### config.mk
export PLATFORM = sky130hd
export DESIGN_NAME = tsc_timestamp_pair
export DESIGN_NICKNAME = d
export VERILOG_FILES = /design/src/rtl/tsc_pkg.sv /design/src/rtl/tsc_prescaler.sv /design/src/rtl/tsc_count.sv /design/src/rtl/tsc_regs.sv /design/src/rtl/tsc_timestamp_pair.sv
export SDC_FILE = /design/constraint.sdc
export NUM_CORES = 1
export LEC_CHECK = 0
export BUFFER_PORTS_ARGS = -buffer_cell sky130_fd_sc_hd__buf_2
export CAP_MARGIN = 40
export CORE_MARGIN = 1
export CORE_UTILIZATION = 50
export DETAILED_ROUTE_END_ITERATION = 16
export PLACE_DENSITY_LB_ADDON = 0.1
export SYNTH_ARGS = -nofsm -noshare
export SYNTH_HDL_FRONTEND = slang
export SYNTH_SLANG_ARGS = --single-unit
### constraint.sdc
create_clock -name clk -period 6.8 [get_ports clk]
set_input_delay 0.34 -clock clk [delete_from_list [all_inputs] [get_ports clk]]
set_output_delay 0.34 -clock clk [all_outputs]
set_load 0.02 [all_outputs]
### src/rtl/tsc_pkg.sv
package tsc_pkg;
  localparam int PRE_W  = 12;
  localparam int WORD_W = 32;
  localparam int CNT_W  = WORD_W + 1;

  typedef logic [PRE_W-1:0]  pre_t;
  typedef logic [WORD_W-1:0] word_t;
  typedef logic [CNT_W-1:0]  cnt_t;

  // compare limit for a divisor field; the reserved value 0 runs as 1
  function automatic pre_t eff_limit(pre_t field);
    return (field == '0) ? pre_t'(1) : field;
  endfunction

  // start value placed in a count from a software word
  function automatic cnt_t load_value(word_t w);
    return {w, 1'b0};
  endfunction
endpackage

### src/rtl/tsc_prescaler.sv
module tsc_prescaler
  import tsc_pkg::*;
(
  input  logic clk,
  input  logic rst_n,
  input  logic load,
  input  logic pause,
  input  pre_t div_field,
  output logic tick
);
  pre_t pre_q;
  pre_t limit;
  logic reached;

  always_comb begin
    limit   = eff_limit(div_field);
    reached = (pre_q >= limit);
    tick    = !load && !pause && reached;
  end

  always_ff @(posedge clk or negedge rst_n) begin
    if (!rst_n)      pre_q <= '0;
    else if (load)   pre_q <= '0;
    else if (pause)  pre_q <= pre_q;
    else if (reached) pre_q <= '0;
    else             pre_q <= pre_q + pre_t'(1);
  end

  AST_PRE_LOAD_CLEARS: assert property (@(posedge clk) disable iff (!rst_n)
    load |=> (pre_q == '0));
  AST_PRE_PAUSE_HOLDS: assert property (@(posedge clk) disable iff (!rst_n)
    (pause && !load) |=> $stable(pre_q));
  AST_PRE_WRAP: assert property (@(posedge clk) disable iff (!rst_n)
    tick |=> (pre_q == '0));
endmodule

### src/rtl/tsc_count.sv
module tsc_count
  import tsc_pkg::*;
(
  input  logic  clk,
  input  logic  rst_n,
  input  logic  load,
  input  word_t load_word,
  input  logic  tick,
  output cnt_t  cnt
);
  always_ff @(posedge clk or negedge rst_n) begin
    if (!rst_n)     cnt <= '0;
    else if (load)  cnt <= load_value(load_word);
    else if (tick)  cnt <= cnt + cnt_t'(1);
  end

  AST_CNT_STEP: assert property (@(posedge clk) disable iff (!rst_n)
    (tick && !load) |=> (cnt == $past(cnt) + cnt_t'(1)));
  AST_CNT_IDLE: assert property (@(posedge clk) disable iff (!rst_n)
    (!tick && !load) |=> $stable(cnt));
  AST_CNT_LOAD_LSB: assert property (@(posedge clk) disable iff (!rst_n)
    load |=> (cnt[0] == 1'b0));
endmodule

### src/rtl/tsc_regs.sv
module tsc_regs
  import tsc_pkg::*;
#(
  parameter int          NCH          = 2,
  parameter int          ADDR_W       = 3,
  parameter int          FIELD_STRIDE = 16,
  parameter logic [31:0] DIV_RESET    = 32'h05DB05DB
)(
  input  logic              clk,
  input  logic              rst_n,
  input  logic              wr_en,
  input  logic [ADDR_W-1:0] addr,
  input  word_t             wdata,
  input  word_t             cnt_hi [NCH],
  output logic [NCH-1:0]    pause,
  output pre_t              div_f  [NCH],
  output logic [NCH-1:0]    load,
  output word_t             load_word,
  output word_t             rdata
);
  localparam logic [ADDR_W-1:0] A_CTRL = ADDR_W'(0);
  localparam logic [ADDR_W-1:0] A_DIV  = ADDR_W'(1);
  localparam int                A_CNT0 = 2;

  logic wr_ctrl, wr_div;

  always_comb begin
    wr_ctrl   = wr_en && (addr == A_CTRL);
    wr_div    = wr_en && (addr == A_DIV);
    load_word = wdata;
  end

  always_ff @(posedge clk or negedge rst_n) begin
    if (!rst_n)       pause <= '0;
    else if (wr_ctrl) pause <= wdata[NCH-1:0];
  end

  for (genvar i = 0; i < NCH; i++) begin : g_ch
    always_ff @(posedge clk or negedge rst_n) begin
      if (!rst_n)      div_f[i] <= DIV_RESET[FIELD_STRIDE*i +: PRE_W];
      else if (wr_div) div_f[i] <= wdata[FIELD_STRIDE*i +: PRE_W];
    end
    assign load[i] = wr_en && (addr == ADDR_W'(A_CNT0 + i));
  end

  always_comb begin
    rdata = '0;
    if (addr == A_CTRL) begin
      rdata[NCH-1:0] = pause;
    end else if (addr == A_DIV) begin
      for (int i = 0; i < NCH; i++) rdata[FIELD_STRIDE*i +: PRE_W] = div_f[i];
    end else begin
      for (int i = 0; i < NCH; i++)
        if (addr == ADDR_W'(A_CNT0 + i)) rdata = cnt_hi[i];
    end
  end

  AST_LOAD_ONEHOT: assert property (@(posedge clk) disable iff (!rst_n)
    $onehot0(load));
  AST_CTRL_WRITE: assert property (@(posedge clk) disable iff (!rst_n)
    wr_ctrl |=> (pause == $past(wdata[NCH-1:0])));
endmodule

### src/rtl/tsc_timestamp_pair.sv
module tsc_timestamp_pair
  import tsc_pkg::*;
#(
  parameter int          NCH          = 2,
  parameter int          ADDR_W       = 3,
  parameter int          FIELD_STRIDE = 16,
  parameter logic [31:0] DIV_RESET    = 32'h05DB05DB
)(
  input  logic              clk,
  input  logic              rst_n,
  input  logic              wr_en,
  input  logic [ADDR_W-1:0] addr,
  input  logic [31:0]       wdata,
  output logic [31:0]       rdata
);
  logic [NCH-1:0] pause, load, tick;
  pre_t           div_f  [NCH];
  word_t          cnt_hi [NCH];
  word_t          load_word;

  tsc_regs #(
    .NCH(NCH), .ADDR_W(ADDR_W), .FIELD_STRIDE(FIELD_STRIDE), .DIV_RESET(DIV_RESET)
  ) u_regs (
    .clk(clk), .rst_n(rst_n), .wr_en(wr_en), .addr(addr), .wdata(wdata),
    .cnt_hi(cnt_hi), .pause(pause), .div_f(div_f), .load(load),
    .load_word(load_word), .rdata(rdata)
  );

  for (genvar i = 0; i < NCH; i++) begin : g_chan
    cnt_t cnt;

    tsc_prescaler u_pre (
      .clk(clk), .rst_n(rst_n), .load(load[i]), .pause(pause[i]),
      .div_field(div_f[i]), .tick(tick[i])
    );

    tsc_count u_cnt (
      .clk(clk), .rst_n(rst_n), .load(load[i]), .load_word(load_word),
      .tick(tick[i]), .cnt(cnt)
    );

    assign cnt_hi[i] = cnt[CNT_W-1:1];

    AST_PAUSED_NO_TICK: assert property (@(posedge clk) disable iff (!rst_n)
      pause[i] |-> !tick[i]);
  end
endmodule

# After elaboration in Yosys (flattened, before gate mapping)
# Index checks and enable logic that the tools add are counted.
# Widths: inputs -> output; s select.
[op_classes]
n_eq_ne = 5
addsub = 4
mux = 20
n_div = 0
bitwise_logic = 0
n_reduce_logical = 17
multipliers = 0
shifts = 0
n_lt_le_gt_ge = 2
[op_table]
columns = ["cell", "n"]
rows = [
  ["$mux 33", 4],
  ["$mux 12", 10],
  ["$add 33x1->33 const B", 2],
  ["$mux 32", 2],
  ["$mux 30", 1],
  ["$add 12x1->12 const B", 2],
  ["$ge 12x12->1", 2],
  ["$logic_not 12->1", 2],
  ["$logic_and 1x1->1", 8],
  ["$mux 4", 2],
  ["$eq 3x2->1 const B", 2],
  ["$logic_not 1->1", 4],
  ["$ne 2x1->1 const B", 2],
  ["$reduce_bool 2->1", 2],
  ["$eq 3x1->1 const B", 1],
  ["$logic_not 3->1", 1],
  ["$mux 2", 1],
]
[totals]
romBits = 0
mem_count = 0
register_bits = 116
elab_cells = 55
output_inout_bits = 32
mem_bits_rw = 0
input_bits = 38
latchBits = 0

# Logic depth before layout (Yosys ltp)
[depth]
word_depth = 7
ltp_mapped = 10
depth_no_buf = 9

# By module
# From an unflattened synthesis, not the netlist that was laid out.
[hier_totals]
cells_unflattened = 940
area_unflattened_um2 = 8364.3
[by_module_without_submodules]
columns = ["mod", "instances", "area_each_um2", "cells_per_inst", "seq_area_each_um2"]
rows = [
  ["tsc_count", 2, 2010.7, 235, 825.8],
  ["tsc_regs", 1, 2144.6, 194, 670.6],
  ["tsc_prescaler at g_chan[1].u_pre", 1, 1114.8, 141, 300.3],
  ["tsc_prescaler at g_chan[0].u_pre", 1, 1083.5, 135, 300.3],
]

# Worst setup path before layout
# OpenSTA, ideal clock, no wires.
[synth_timing]
path_kind = "register to register"
startpoint = "reg u_regs.div_f[7] (netlist name)"
endpoint = "reg g_chan[1].u_cnt.cnt[1]"
synth_period_minus_slack_ns = 2.552
path_buffers = 1
t_required_ns = 6.674
t_arrival_ns = 2.426
setup_ns = 0.126
setup_slack_ns = 4.248
path_stages_with_launch = 11
cell_sequence = "dfstp_2 > nor3_1 > a31o_2 > ha_1 > nor3b_1 > o21ai_0 > a211oi_2 > clkbuf_1 > nor2_1 > a21oi_1 > a21oi_1"
[synth_via]
elab_chain_cells = 5
[synth_rtl]
columns = ["item", "line_no", "source"]
rows = [
  ["from (decl)", "tsc_regs.sv:16", "output pre_t div_f [NCH],"],
  ["from (signal, indexed assignment)", "tsc_regs.sv:40", "if (!rst_n) div_f[i] <= DIV_RESET[FIELD_STRIDE*i +: PRE_W];"],
  ["from (signal, indexed assignment)", "tsc_regs.sv:41", "else if (wr_div) div_f[i] <= wdata[FIELD_STRIDE*i +: PRE_W];"],
  ["$logic_not 12->1", "tsc_pkg.sv:12", "return (field == '0) ? pre_t'(1) : field;"],
  ["$mux 12 *", "tsc_pkg.sv:12", ""],
  ["$ge 12x12->1 *", "tsc_prescaler.sv:17", "reached = (pre_q >= limit);"],
  ["$logic_and 1x1->1 *", "tsc_prescaler.sv:18", "tick = !load && !pause && reached;"],
  ["$reduce_bool 2->1 (no line) *", "--", ""],
  ["to (signal assigned)", "tsc_count.sv:13", "else if (load) cnt <= load_value(load_word);"],
  ["to (signal assigned)", "tsc_count.sv:14", "else if (tick) cnt <= cnt + cnt_t'(1);"],
  ["to (decl)", "tsc_count.sv:9", "output cnt_t cnt"],
]
# Every way passes the cells marked *; elsewhere a longest branch is shown, timed or not.
# A chain may end at the register's enable or synchronous reset.

# Worst setup path in the final report
[layout_timing]
startpoint = "reg u_regs.div_f[6] (netlist name)"
endpoint = "reg g_chan[1].u_cnt.cnt[19]"
# The elaborated chain is that of the path after synthesis.

==> metrics.sh <==
STATUS='finished with violations'
FAILED_CHECKS='DRC'
SYN-CELL-AREA_UM2=7750
FINALHOLDWORSTSLACK_NS=0.148
YS_TOP_CELLS_BY_AREA='dfrtp_1 32%, nand2_1 6.5%, dfstp_2 5.4%, o21ai_0 5.2%, ha_1 4.5%'
PATH_COMMON_CELL='nor3_1'
CLKLATENCYLATEPIN_NS=0.42
CRITICAL_PATH.CELL_CHAIN='nor3_1, a31o_2, ha_1, nor3b_1, o21ai_0, a211oi_2, buf_4, nor4_4, nor3_1, a211o_1'
WORSTPATHREQUIRED_NS=7.10
POWER_PER_CELL_AREA_nW_PER_UM2=286
BOUNDARYPINS=70
TIMING.SETUP.TNS_NS=0
POSTROUTEANTENNANETS=0
CLOCK_TREE_FROM_TRITONCTS='yes'
FINAL_MAX_SLEW_VIOL_COUNT=0
CLK_TRANSITION_REPORTED_PATHS_NS=0.05
LAYOUT.CELLS.MOST_COMMON_LIST='134 x nand2_1, 100 x dfrtp_1, 81 x o21ai_0'
DRT-WIRELENGTH-PER-CELL_UM=18.9
PLACEMENT.SETUP.WORST_SLACK_NS=3.51
DR_TOTAL_VIAS=7206
CTS_RESIZED=0
AVGSYNTHCELLAREA_UM2=8.26
SYNTHDISTINCTLIBCELLS=60
POST-ROUTE-DRC-COUNT=2
SYN_NETS=1004
TIMING.FINAL.CRIT_PERIOD_NS=2.91
GRT_PASS1_WL_MM=36.4
TIMING_WORST_SETUP_PATH_TYPE='reg -> reg'
POST_SYNTH_AND_OR_NAND_NOR_AREA_FRACTION=0.282
PEAK_FREQ_MHz=343
CRIT_FAMILY='compound AO/OA/AOI/OAI gates'
HOLD_VIOLATIONS=0
FIRST_GLOBAL_VIAS=6563
GROWTH_OF_DESIGN_AREA_FROM_SYNTHESIS_TO_FINISH_PCT=14.8
CAP_VIOL_MAX_COUNT=0
ANTENNA_CELLS_INSERTED=0
GRTUSAGETOTAL=0.296
WORST_SETUP_PATH_END_KIND='flop'
CRIT_PATH_TOP_DELAY_CELL='nor4_4'
CLOCK-ROOT-BUFFER='clkbuf_16'
SYNTH-SEQ-CELLS=116
HOLD_BUFFERS=1
RSZ0062_AT_GRT='no'
FIN_WS_NS=3.89
SYNTH_MUX_AREA_FRAC=0.0559
POSTLAYOUTCOREUTIL=0.587
ASYNCSETRESETFLOPFRACSYNTH=1.00
HTREE_LEVELS=4
PREDOMINANT_POST_SYNTHESIS_FLOP_CELL='dfrtp_1'
SYNTH_TOP_CELL_AREA_SHARE=0.323
VIA_PER_INST=6.05
MIN-DELAY-PATH-CLASS='in -> reg'
CTSLONGESTPATHBUFFERS=2
CORE-AREA_UM2=15100
POSTCTSSETUPBUFFERS=0
MOST_COMMON_LIBRARY_CELL_IN_THE_LAYOUT_IGNORING_FILL_AND_TAPS='nand2_1'
YOSYS.AREA.TOP_TYPE='dfrtp_1'
DIE_HEIGHT_UM=126
SLOWEST_DELAY_NS=0.64
WORST-SLEW-PIN-TRANSITION_NS=0.860
CP_MAX_FO=24
GRT_START_MAX_NET_PINS=55
VDD.IR_DROP.WORST_mV=0.197
TOTALWIRELENGTH_MM=22.6
SYNTH_COMPOUND_AREA_FRAC=0.168
STATIC_LEAKAGE_nW=3.76
SYNTH-XOR-AREA-SHARE=0.0294
DP_HPWL_MM=16.4
PERIOD_SHARE=0.428
ROWS=45
FINALNETCOUNT=1057
GRT_OVERFLOW=0
TIMING.MAX_SLEW.REL_SLACK=0.427
NUM_CLOCK_SINKS=116
INITIAL_CORE_UTILIZATION=0.511
SYNTH-ADDER-AREA-SHARE=0.0452
YOSYS_WARNINGS=0
ANTENNA_FOUND_INITIAL=0
SEQ_AREA_FRAC_SYNTH=0.377
CTS_MADE_BUFFERS=17
TIMING.CRITICAL_PATH.FROM_TYPE='flop'
CLOCK_SKEW_NS=0.00803
SYN-INSTANCE-COUNT=938
FLOORPLAN.DIE.WIDTH_UM=126
DETAILEDROUTE.FIRSTITERATIONVIOLATIONS=584
NUMBER_OF_SYNTHESIZED_FLOPS_WITH_AN_ENABLE_PIN=0
DIE-AREA_UM2=16000
SETUP_VIOLATIONS=0
FINAL_LAYOUT_SIZE_SUFFIX_GT1_FRAC=0.161
CRITICAL_PATH.N_BUFFERS_INVERTERS=1
GP_CONGESTION=0.863
PORT_BUFFERS=69
CP.ARRIVAL_NS=3.22
SYNTH_TOP_FAMILY_BY_AREA='simple AND/OR/NAND/NOR gates'
DETAIL_ROUTE.FIRST_PASS.ITERATIONS=11
==> worst min-delay path, delay by kind of cell <==
kind            cells  cell delay [ns]
simple gates        1             0.04
compound gates      1             0.06
buf+inv             1             0.09
==> flip-flops by register name (all words and copies together), names as in the netlist <==
signal / count
g_chan.u_cnt.cnt: 66
g_chan.u_pre.pre_q: 24
u_regs.div_f: 24
u_regs.pause: 2
==> routing by layer <==
metal / vias up / track usage / wire length, µm
li1: 3493 / - / -
met3: 35 / 0.0536 / 1590
met4: 0 / 0.102 / 522
met5: - / 0 / 0
met1: 3440 / 0.436 / 10600
met2: 238 / 0.435 / 9860
==> worst paths after layout <==
| path | start | to | slack, ns | depth (start not counted) |
|---|---|---|---|---|
| worst min register to register | g_chan[0].u_pre.pre_q[5] | g_chan[0].u_pre.pre_q[5] | 0.54 | 1 |
| worst max-delay path | u_regs.div_f[6] | g_chan[1].u_cnt.cnt[19] | 3.89 | 10 |
| max in group asynchronous | rst_n | g_chan[1].u_cnt.cnt[22] | 5.20 | 4 |
| worst min-delay path | wdata[29] | g_chan[1].u_cnt.cnt[30] | 0.15 | 3 |
| worst max register to register | u_regs.div_f[6] | g_chan[1].u_cnt.cnt[19] | 3.89 | 10 |
| min in group asynchronous | rst_n | g_chan[0].u_cnt.cnt[15] | 0.36 | 2 |
==> synth_stat cells (23+ instances only) <==
cell type and instances:
nand2_1 134, mux2i_1 32, and2_1 23, a31oi_1 26, dfrtp_1 100, inv_1 36, nor2_1 80, nor3_1 36
a21oi_1 31, clkbuf_1 43, ha_1 28, o21ai_0 81, nand3_1 38, a22oi_1 33
==> final cells by class <==
| type | count | area, µm² |
|---|---|---|
| Multi-Input combinational cell | 736 | 4500 |
| Timing Repair Buffer | 84 | 500 |
| Inverter | 36 | 135 |
| Clock inverter | 9 | 100 |
| Fill cell | 1382 | 6250 |
| Clock buffer | 23 | 498 |
| Tap cell | 188 | 235 |
| Sequential cell | 116 | 2920 |
==> through the flow <==
step	total power (W)	std cells	cell area, µm²
floorplan	0.00142	938	7750
global placement	0.00163	1153	8210
detailed placement	0.00165	1158	8280
CTS	0.00256	1191	8890
global route	0.00270	1192	8900
finish	0.00255	1192	8900
==> report_power, final <==
part	leakage, nW	internal (W)	switching, W
Combinational	2.16	0.000261	0.000394
Sequential	1.30	0.000826	0.000163
Clock	0.295	0.000584	0.000319
Total	3.76	0.00167	0.000876
==> cells by family (layout without fill, tap and decap cells) <==
family,after synthesis,after routing
buffers and inverters,86,152
muxes,40,40
DFF,116,116
and+or+nand+nor,433,433
adders and majority gates,28,28
xor gates and xnor gates,26,26
AOI/OAI and AO/OA,209,209
Power figures use the tool's default switching activity.
